[src/rtl/nco_pkg.sv]
package nco_pkg;

  typedef enum logic [1:0] {
    QUAD_0 = 2'd0,
    QUAD_1 = 2'd1,
    QUAD_2 = 2'd2,
    QUAD_3 = 2'd3
  } quad_e;

  localparam real TWO_PI = 6.283185307179586;

  function automatic real pow2_neg(input int n);
    real p;
    p = 1.0;
    for (int k = 0; k < n; k++) p = p / 2.0;
    return p;
  endfunction

  // atan(2^-i) as a fraction of a full turn, scaled to pw bits
  function automatic int atan_word(input int i, input int pw);
    real a;
    a = $atan(pow2_neg(i)) / TWO_PI;
    for (int k = 0; k < pw; k++) a = a * 2.0;
    return $rtoi(a + 0.5);
  endfunction

  function automatic real cordic_gain(input int n);
    real g;
    g = 1.0;
    for (int k = 0; k < n; k++) g = g * $sqrt(1.0 + pow2_neg(k) * pow2_neg(k));
    return g;
  endfunction

  // start vector x, pre-divided by the gain, in guard-extended units
  function automatic int start_x(input int amp, input int guard, input int n);
    real v;
    v = amp;
    for (int k = 0; k < guard; k++) v = v * 2.0;
    return $rtoi(v / cordic_gain(n) + 0.5);
  endfunction

endpackage

[src/rtl/nco_phase_acc.sv]
module nco_phase_acc #(
  parameter int PHASE_W = 24
) (
  input  logic               clk_i,
  input  logic               rst_ni,
  input  logic               en_i,
  input  logic [PHASE_W-1:0] fcw_i,
  input  logic [PHASE_W-1:0] poff_i,
  output logic [PHASE_W-1:0] phase_o
);

  logic [PHASE_W-1:0] acc_q;

  always_ff @(posedge clk_i or negedge rst_ni) begin
    if (!rst_ni)   acc_q <= '0;
    else if (en_i) acc_q <= acc_q + fcw_i;
  end

  // offset applied after the register, so it never accumulates
  assign phase_o = acc_q + poff_i;


  acc_step_chk: assert property (@(posedge clk_i) disable iff (!rst_ni)
    en_i |=> acc_q == $past(acc_q) + $past(fcw_i));


  acc_hold_chk: assert property (@(posedge clk_i) disable iff (!rst_ni)
    !en_i |=> $stable(acc_q));

endmodule

[src/rtl/nco_quad_fold.sv]
module nco_quad_fold
  import nco_pkg::*;
#(
  parameter int PHASE_W = 24
) (
  input  logic                      [PHASE_W-1:0] phase_i,
  output quad_e                                   quad_o,
  output logic signed               [PHASE_W-1:0] z_o
);

  assign quad_o = quad_e'(phase_i[PHASE_W-1 -: 2]);
  // angle inside the quadrant, [0, quarter turn), always inside convergence range
  assign z_o    = {2'b00, phase_i[PHASE_W-3:0]};

endmodule

[src/rtl/nco_cordic_stage.sv]
module nco_cordic_stage
  import nco_pkg::*;
#(
  parameter int XW    = 21,
  parameter int ZW    = 24,
  parameter int SHIFT = 0,
  parameter int ATAN  = 0
) (
  input  logic                 clk_i,
  input  logic                 rst_ni,
  input  logic                 v_i,
  input  quad_e                quad_i,
  input  logic signed [XW-1:0] x_i,
  input  logic signed [XW-1:0] y_i,
  input  logic signed [ZW-1:0] z_i,
  output logic                 v_o,
  output quad_e                quad_o,
  output logic signed [XW-1:0] x_o,
  output logic signed [XW-1:0] y_o,
  output logic signed [ZW-1:0] z_o
);

  localparam logic signed [ZW-1:0] ANGLE = ZW'(ATAN);
  localparam logic signed [ZW-1:0] QTR   = ZW'(1) <<< (ZW - 3);

  logic signed [XW-1:0] x_sh, y_sh, x_d, y_d;
  logic signed [ZW-1:0] z_d;

  // fixed wiring shift, no barrel shifter
  assign x_sh = x_i >>> SHIFT;
  assign y_sh = y_i >>> SHIFT;

  always_comb begin
    if (!z_i[ZW-1]) begin
      x_d = x_i - y_sh;
      y_d = y_i + x_sh;
      z_d = z_i - ANGLE;
    end else begin
      x_d = x_i + y_sh;
      y_d = y_i - x_sh;
      z_d = z_i + ANGLE;
    end
  end

  always_ff @(posedge clk_i or negedge rst_ni) begin
    if (!rst_ni) begin
      v_o    <= 1'b0;
      quad_o <= QUAD_0;
      x_o    <= '0;
      y_o    <= '0;
      z_o    <= '0;
    end else begin
      v_o    <= v_i;
      quad_o <= quad_i;
      x_o    <= x_d;
      y_o    <= y_d;
      z_o    <= z_d;
    end
  end

  // residual stays within one eighth of a turn after every micro-rotation
  z_range_chk: assert property (@(posedge clk_i) disable iff (!rst_ni)
    v_o |-> (z_o <= QTR && z_o >= -QTR));


  tag_set_chk: assert property (@(posedge clk_i) disable iff (!rst_ni)
    v_i |=> v_o);


  tag_clr_chk: assert property (@(posedge clk_i) disable iff (!rst_ni)
    !v_i |=> !v_o);

endmodule

[src/rtl/nco_quad_out.sv]
module nco_quad_out
  import nco_pkg::*;
#(
  parameter int XW     = 21,
  parameter int DATA_W = 16,
  parameter int GUARD  = 4,
  parameter int AMP    = 31744
) (
  input  logic                     clk_i,
  input  logic                     rst_ni,
  input  logic                     v_i,
  input  quad_e                    quad_i,
  input  logic signed [XW-1:0]     x_i,
  input  logic signed [XW-1:0]     y_i,
  output logic                     v_o,
  output logic signed [DATA_W-1:0] cos_o,
  output logic signed [DATA_W-1:0] sin_o
);

  localparam logic signed [XW-1:0]     RND   = XW'(1) <<< (GUARD - 1);
  localparam logic signed [DATA_W-1:0] LIMIT = DATA_W'(AMP + 4);

  logic signed [XW-1:0]     x_r, y_r;
  logic signed [DATA_W-1:0] c_n, s_n, c_d, s_d;

  assign x_r = (x_i + RND) >>> GUARD;
  assign y_r = (y_i + RND) >>> GUARD;
  assign c_n = x_r[DATA_W-1:0];
  assign s_n = y_r[DATA_W-1:0];

  always_comb begin
    unique case (quad_i)
      QUAD_0: begin c_d =  c_n; s_d =  s_n; end
      QUAD_1: begin c_d = -s_n; s_d =  c_n; end
      QUAD_2: begin c_d = -c_n; s_d = -s_n; end
      default: begin c_d =  s_n; s_d = -c_n; end
    endcase
  end

  always_ff @(posedge clk_i or negedge rst_ni) begin
    if (!rst_ni) begin
      v_o   <= 1'b0;
      cos_o <= '0;
      sin_o <= '0;
    end else begin
      v_o <= v_i;
      if (v_i) begin
        cos_o <= c_d;
        sin_o <= s_d;
      end
    end
  end


  out_hold_chk: assert property (@(posedge clk_i) disable iff (!rst_ni)
    !v_i |=> ($stable(cos_o) && $stable(sin_o)));


  out_bound_chk: assert property (@(posedge clk_i) disable iff (!rst_ni)
    (cos_o <= LIMIT && cos_o >= -LIMIT && sin_o <= LIMIT && sin_o >= -LIMIT));

endmodule

[src/rtl/cordic_nco.sv]
module cordic_nco
  import nco_pkg::*;
#(
  parameter int PHASE_W = 24,
  parameter int DATA_W  = 16,
  parameter int STAGES  = 16,
  parameter int GUARD   = 4
) (
  input  logic                     clk_i,
  input  logic                     rst_ni,
  input  logic                     en_i,
  input  logic [PHASE_W-1:0]       fcw_i,
  input  logic [PHASE_W-1:0]       poff_i,
  output logic signed [DATA_W-1:0] cos_o,
  output logic signed [DATA_W-1:0] sin_o,
  output logic                     valid_o
);

  localparam int XW  = DATA_W + GUARD + 1;
  localparam int AMP = 2 ** (DATA_W - 1) - 2 ** (DATA_W - 6);
  localparam int X0  = start_x(AMP, GUARD, STAGES);

  logic [PHASE_W-1:0]       phase;
  quad_e                    quad_f;
  logic signed [PHASE_W-1:0] z_f;

  logic                      v_s [STAGES+1];
  quad_e                     q_s [STAGES+1];
  logic signed [XW-1:0]      x_s [STAGES+1];
  logic signed [XW-1:0]      y_s [STAGES+1];
  logic signed [PHASE_W-1:0] z_s [STAGES+1];

  nco_phase_acc #(.PHASE_W(PHASE_W)) u_acc (
    .clk_i  (clk_i),
    .rst_ni (rst_ni),
    .en_i   (en_i),
    .fcw_i  (fcw_i),
    .poff_i (poff_i),
    .phase_o(phase)
  );

  nco_quad_fold #(.PHASE_W(PHASE_W)) u_fold (
    .phase_i(phase),
    .quad_o (quad_f),
    .z_o    (z_f)
  );

  assign v_s[0] = en_i;
  assign q_s[0] = quad_f;
  assign x_s[0] = XW'(X0);
  assign y_s[0] = '0;
  assign z_s[0] = z_f;

  for (genvar i = 0; i < STAGES; i++) begin : g_stage
    nco_cordic_stage #(
      .XW   (XW),
      .ZW   (PHASE_W),
      .SHIFT(i),
      .ATAN (atan_word(i, PHASE_W))
    ) u_stage (
      .clk_i (clk_i),
      .rst_ni(rst_ni),
      .v_i   (v_s[i]),
      .quad_i(q_s[i]),
      .x_i   (x_s[i]),
      .y_i   (y_s[i]),
      .z_i   (z_s[i]),
      .v_o   (v_s[i+1]),
      .quad_o(q_s[i+1]),
      .x_o   (x_s[i+1]),
      .y_o   (y_s[i+1]),
      .z_o   (z_s[i+1])
    );
  end

  nco_quad_out #(
    .XW    (XW),
    .DATA_W(DATA_W),
    .GUARD (GUARD),
    .AMP   (AMP)
  ) u_out (
    .clk_i (clk_i),
    .rst_ni(rst_ni),
    .v_i   (v_s[STAGES]),
    .quad_i(q_s[STAGES]),
    .x_i   (x_s[STAGES]),
    .y_i   (y_s[STAGES]),
    .v_o   (valid_o),
    .cos_o (cos_o),
    .sin_o (sin_o)
  );


  rst_quiet_chk: assert property (@(posedge clk_i) !rst_ni |-> !valid_o);

endmodule

[config.mk]
export PLATFORM = sky130hd
export DESIGN_NAME = cordic_nco
export DESIGN_NICKNAME = d
export VERILOG_FILES = /design/src/rtl/nco_pkg.sv /design/src/rtl/nco_phase_acc.sv /design/src/rtl/nco_quad_fold.sv /design/src/rtl/nco_cordic_stage.sv /design/src/rtl/nco_quad_out.sv /design/src/rtl/cordic_nco.sv
export SDC_FILE = /design/constraint.sdc
export NUM_CORES = 2
export LEC_CHECK = 0
export ABC_CLOCK_PERIOD_IN_PS = 4200
export BUFFER_PORTS_ARGS = -buffer_cell sky130_fd_sc_hd__buf_2
export CAP_MARGIN = 20
export CORE_MARGIN = 5
export CORE_UTILIZATION = 55
export CTS_CLUSTER_SIZE = 12
export DETAILED_ROUTE_END_ITERATION = 6
export PLACE_DENSITY = 0.74
export SLEW_MARGIN = 20
export SYNTH_ARGS = -nofsm -noshare
export SYNTH_HDL_FRONTEND = slang
export SYNTH_SLANG_ARGS = --single-unit
[constraint.sdc]
create_clock -name clk_i -period 4.2 [get_ports clk_i]
set_clock_uncertainty 0.1 [all_clocks]
set_input_delay 0.63 -clock clk_i [delete_from_list [all_inputs] [get_ports clk_i]]
set_output_delay 0.63 -clock clk_i [all_outputs]
set_load 0.01 [all_outputs]
# Word-level counts from Yosys, hierarchy flattened
# Index checks and enable logic that the tools add are counted.
# totals
regBits	1094
output_inout_bits	33
wordCells	224
# op_classes
n_addsub	93
eq_ne	2
muxes	46
n_reduce_logical	1
# ops
operator	count
two-way mux 21 bit	28
two-way mux 24 bit	14
case mux 16 bit (3 select lines)	2
adder 24 bit	2
adder 21 x 10 -> 21 bit	2
adder 21 x 11 -> 21 bit	2
adder 21 x 12 -> 21 bit	2
adder 21 x 13 -> 21 bit	2
adder 21 x 14 -> 21 bit	2
adder 21 x 15 -> 21 bit	2
adder 21 x 16 -> 21 bit	2
adder 21 x 17 -> 21 bit	2
adder 21 x 18 -> 21 bit	2
adder 21 x 19 -> 21 bit	2
adder 21 x 7 -> 21 bit	2
adder 21 x 8 -> 21 bit	2
adder 21 x 9 -> 21 bit	2
subtractor 21 x 10 -> 21 bit	2
subtractor 21 x 11 -> 21 bit	2
subtractor 21 x 12 -> 21 bit	2
subtractor 21 x 13 -> 21 bit	2
subtractor 21 x 14 -> 21 bit	2
subtractor 21 x 15 -> 21 bit	2
subtractor 21 x 16 -> 21 bit	2
45 further kinds	56

# Longest topological paths before layout
# depth
depth_word	3
ltp_mapped	18

# Cells and area by module
# A second synthesis with hierarchy kept.
# unflattened
hier_cells	10207
area_unflattened_um2	93648.6
# modules_own_cells
mod	n_inst	cells_per_inst	area_per_inst_um2	seq_area_each_um2
nco_cordic_stage at g_stage[2].u_stage	1	652	5765.5	1726.7
nco_cordic_stage at g_stage[4].u_stage	1	605	5620.4	1726.7
nco_cordic_stage at g_stage[6].u_stage	1	631	5607.9	1726.7
nco_cordic_stage at g_stage[1].u_stage	1	607	5584.1	1726.7
nco_cordic_stage at g_stage[8].u_stage	1	607	5529.1	1726.7
nco_cordic_stage at g_stage[9].u_stage	1	600	5424.0	1726.7
nco_cordic_stage at g_stage[5].u_stage	1	588	5405.2	1726.7
nco_cordic_stage at g_stage[14].u_stage	1	580	5360.1	1726.7
nco_cordic_stage at g_stage[3].u_stage	1	575	5346.4	1726.7
nco_cordic_stage at g_stage[12].u_stage	1	557	5307.6	1726.7
nco_cordic_stage at g_stage[15].u_stage	1	568	5247.5	1726.7
nco_cordic_stage at g_stage[7].u_stage	1	547	5230.0	1726.7
nco_cordic_stage at g_stage[13].u_stage	1	543	5191.2	1726.7
nco_cordic_stage at g_stage[11].u_stage	1	535	5158.7	1726.7
6 more rows	n/a	n/a	n/a	n/a

# Worst setup path after synthesis
# OpenSTA, ideal clock, no wires.
# synth_timing
path_type	flip-flop to flip-flop
startpoint	register g_stage[1].u_stage.y_o[17]
endpoint	register g_stage[2].u_stage.y_o[18]
arrival_ns	3.953
required_ns	4.013
path_slack_ns	0.061
path_stages_with_launch	15
path_buffers	1
period_less_slack_ns	4.139
path_cell_list	dfrtp_1 clkbuf_1 inv_1 ha_1 or2_2 ha_1 a21o_1 a21oi_1 o21ai_0 and3_1 o31a_1 o31a_1 o31ai_4 or4b_1 o211ai_1
# synth_via
elab_chain_len	2
# synth_rtl
item	line	rtl
start, declared	nco_cordic_stage.sv:19	output logic signed [XW-1:0] y_o,
start signal, assigned	nco_cordic_stage.sv:56	y_o <= y_d;
adder 21 x 19 -> 21 bit / subtractor 21 x 19 -> 21 bit (equally long branches)	nco_cordic_stage.sv:36, nco_cordic_stage.sv:40	
two-way mux 21 bit (*)	nco_cordic_stage.sv:34	if (!z_i[ZW-1]) begin
net g_stage[2].u_stage.y_d[18]	nco_cordic_stage.sv:26	logic signed [XW-1:0] x_sh, y_sh, x_d, y_d;
end signal, assigned	nco_cordic_stage.sv:56	
end, declared	nco_cordic_stage.sv:19	
# Mark *: on every way through the listed nets, which the timed path passes. The rest lies on a longest branch.
# A chain may end at the register's enable or synchronous reset.

# Worst setup path after layout
# layout_timing
startpoint	register g_stage[14].u_stage.y_o[19]
endpoint	register g_stage[15].u_stage.x_o[19]
# layout_via
elab_chain_len	2
# layout_rtl
item	line	rtl
start, declared	nco_cordic_stage.sv:19	
start signal, assigned	nco_cordic_stage.sv:56	
subtractor 20 x 6 -> 20 bit / adder 20 x 6 -> 20 bit (equally long branches)	nco_cordic_stage.sv:35, nco_cordic_stage.sv:39	
two-way mux 20 bit (*)	nco_cordic_stage.sv:34	
net g_stage[15].u_stage.x_d[19]	nco_cordic_stage.sv:26	
end signal, assigned	nco_cordic_stage.sv:49	x_o <= '0;
end signal, assigned	nco_cordic_stage.sv:55	x_o <= x_d;
end, declared	nco_cordic_stage.sv:18	output logic signed [XW-1:0] x_o,
# Marked as above.

==> flow_metrics.py <==
metrics = {
    "logic_synthesis": {
        "syn_avg_cell_area_um2": 9.386,
        "synth-compound-area-share_pct": 17.93,
        "synthArstFlopShare_pct": 100.0,
        "synth_top_family_by_area": "compound AO/OA/AOI/OAI gates",
        "synth_fa_ha_area_share_pct": 17.55,
        "ys_warn_count": 0,
        "synth_area_leaders": "dfrtp_1, ha_1, xnor2_1, a21oi_1, xor2_1",
        "synthSimpleGateAreaFrac_pct": 14.09,
        "ys_seq_area_share_pct": 34.24,
        "synth_xor_area_share_pct": 12.46,
        "synth_flop_cell": "dfrtp_1",
        "synth_mux_area_share_pct": 1.366,
        "synth_edf_count": 0,
        "synth_top_area_share_pct": 34.24,
        "syn-num-nets": 9050,
        "synth.distinct_cells": 91,
        "synth_top_cell_by_area": "dfrtp_1",
        "synth_area_um2": 74840,
        "postSynthCellCount": 7974,
        "synth_seq_cells": 1024,
    },
    "detailed_routing": {
        "num_vias": 59020,
        "vias_per_cell": 5.854,
        "routed_wirelength_mm": 178.3,
        "wire_per_inst_um": 17.69,
        "drt-pass1-iter-count": 6,
        "drtIter0Drc": 3937,
        "ant_nets": 0,
        "route.detailed.drc": 0,
    },
    "sta": {
        "fin_crit_ps": 4022,
        "fin_crit_sh_pct": 95.76,
        "tightest_slew_ps": 1032,
        "relSlewSlack_pct": 30.94,
        "slew_viol_final": 0,
        "setup_viol": 0,
        "hold_violations": 0,
        "fmax_ghz": 0.2486,
    },
    "worst_setup_path": {
        "cp_data_arrival_time_ps": 4560,
        "start_kind": "register",
        "crit_buf_inv": 0,
        "crit_family": "compound AO/OA/AOI/OAI gates",
        "crit_chain": "or3_1 -> or3b_2 -> ha_1 -> a21oi_1 -> ha_1 -> a21o_1 -> a21o_1 -> a211o_1 -> a31oi_1 -> nand2b_1 -> a2111oi_0 -> o32ai_1 -> o21bai_1 -> xnor2_1",
        "path_class": "register to register",
        "crit_slowest_cell": "or3b_2",
        "critPathMaxStageDelay_ps": 460,
        "cp_data_required_time_ps": 4740,
        "crit_path_end_kind": "register",
        "cp_max_fo": 4,
    },
    "cells_and_area": {
        "final_common_cell": "dfrtp_1",
        "syn_to_final_growth_pct": 10.41,
        "final_cell_mix": "dfrtp_1, ha_1, xnor2_1",
        "fin_nets": 9281,
        "fillers": 11130,
        "finish.utilization_pct": 61.08,
        "multi_input_comb_area_um2": 47560,
        "drive_above_1_share_pct": 6.892,
        "seqCellArea_um2": 25630,
    },
    "global_route": {
        "grt_overflow_total": 0,
        "grtUsageTotal_pct": 24.71,
        "grt_pass1_wl_mm": 293.9,
        "grt_start_max_net_pins": 97,
        "grt_pass1_vias": 58010,
        "antenna_found_initial": 5,
    },
    "placement": {
        "gp_congestion": 0.9318,
        "hpwl_mm": 139.4,
        "port_buffers": 83,
    },
    "floorplan": {
        "io_pins": 84,
        "core_region_area_um2": 135300,
        "rows": 135,
        "initial_core_util_pct": 55.32,
        "die-area_um2": 143600,
        "die_w_um": 378.9,
        "die_y_um": 378.9,
    },
    "cts": {
        "numCtsBuffers": 119,
        "numClockSinks": 1024,
        "cts_tree": "yes",
        "cts.clk_slew.worst_paths_ps": 60,
        "cts_root_buf": "clkbuf_16",
        "clock_path_buffers": 3,
        "clk_latency_ps": 770,
        "cts_htree_levels": 3,
    },
    "worst_hold_path": {
        "hold_class": "input pin to register",
    },
    "run": {
        "maxCapViolCount": 0,
    },
    "run_status": {
        "status": "complete, no violations",
    },
}
-- final timing paths --
path / start / to / slack, ps / cells after the start
min reg2reg: g_stage[5].u_stage.z_o[0]$_DFF_PN0_ / g_stage[6].u_stage.z_o[0]$_DFF_PN0_ / 230 / 0
max: g_stage[14].u_stage.y_o[19]$_DFF_PN0_ / g_stage[15].u_stage.x_o[19]$_DFF_PN0_ / 180 / 14
max in group asynchronous: rst_ni / g_stage[6].u_stage.z_o[16]$_DFF_PN0_ / 2440 / 3
min: poff_i[23] / g_stage[0].u_stage.quad_o[1]$_DFF_PN0_ / 90 / 3
min in group asynchronous: rst_ni / u_out.cos_o[5]$_DFFE_PN0P_ / 380 / 2
max reg2reg: g_stage[14].u_stage.y_o[19]$_DFF_PN0_ / g_stage[15].u_stage.x_o[19]$_DFF_PN0_ / 180 / 14
-- metal layers --
layer	vias to the layer above	global-route usage, %	wire [µm]
met3	311	3.088	7668
li1	29090	-	-
met1	28280	33.16	80870
met5	-	0	27
met4	4	7.702	5802
met2	1331	41.86	83950
-- worst reg2reg max path: stages, from the launching register on --
cell       delay, ps
dfrtp_1          420
or3_1            420
or3b_2           460
ha_1             280
a21oi_1          220
ha_1             310
a21o_1           200
a21o_1           170
a211o_1          280
a31oi_1          190
nand2b_1         160
a2111oi_0        130
o32ai_1          320
o21bai_1         120
xnor2_1          130
-- kinds of logic (layout without fill, tap and decap cells) --
kind of cell    count (synthesis)  count (layout)
simple gates                 2191            2191
compound gates               2108            2108
xor+xnor                     1064            1064
fa+ha+maj                    1025            1025
flops                        1024            1024
buf+inv                       466             791
mux                            95              95
other cells                     1               3
-- timing repair --
item	4_1_cts	5_1_grt
buffers inserted	0	0
endpoints found under the hold margin	60	0
hold buffers	2	0
endpoints found under the setup margin	0	24
resized for setup	0	21
-- registers in the layout, indices dropped and copies added (netlist names) --
register                flops
g_stage.u_stage.quad_o     32
g_stage.u_stage.v_o        16
g_stage.u_stage.x_o       289
g_stage.u_stage.y_o       295
g_stage.u_stage.z_o       335
u_acc.acc_q                24
u_out.cos_o                16
u_out.sin_o                16
u_out.v_o                   1
-- area by class of cell --
type | count | area share [%]
diodes | 2 | 0.006057
clock buffers | 150 | 3.988
clock inverters | 65 | 1.098
inverters | 356 | 1.617
multi-input cells | 6484 | 57.56
flip-flops and latches | 1024 | 31.01
well taps | 1781 | 2.697
repair buffers | 220 | 2.023
-- Yosys cell counts (46+ instances only) --
cell type / n
dfrtp_1: 1024
ha_1: 984
xnor2_1: 734
a21oi_1: 712
nor2_1: 696
nand2_1: 411
o21ai_0: 360
inv_1: 352
xor2_1: 329
nor3_1: 305
a21o_1: 230
nand3_1: 178
o21a_1: 163
nand2b_1: 142
nor2b_1: 102
a211oi_1: 98
a31oi_1: 92
clkbuf_1: 83
or3_1: 70
and3_1: 66
mux2_2: 57
o21bai_1: 57
o211ai_1: 46
-- through the flow --
stage	hold WS [ps]	worst slack, ps	instance area, µm²	std cells	TNS (ps)
5_1_grt	62.90	-9.296	82630	10080	-9.296
3_5_place_dp	234.7	151.8	78290	9863	0
3_3_place_gp	231.6	93.65	78290	9863	0
6_report	94.88	178.1	82630	10080	0
2_1_floorplan	231.2	60.78	74840	7974	0
4_1_cts	43.59	141.0	82520	10080	0
Power is not shown: default switching activity piles up to over one toggle a cycle in this logic, so the estimate is an artifact.
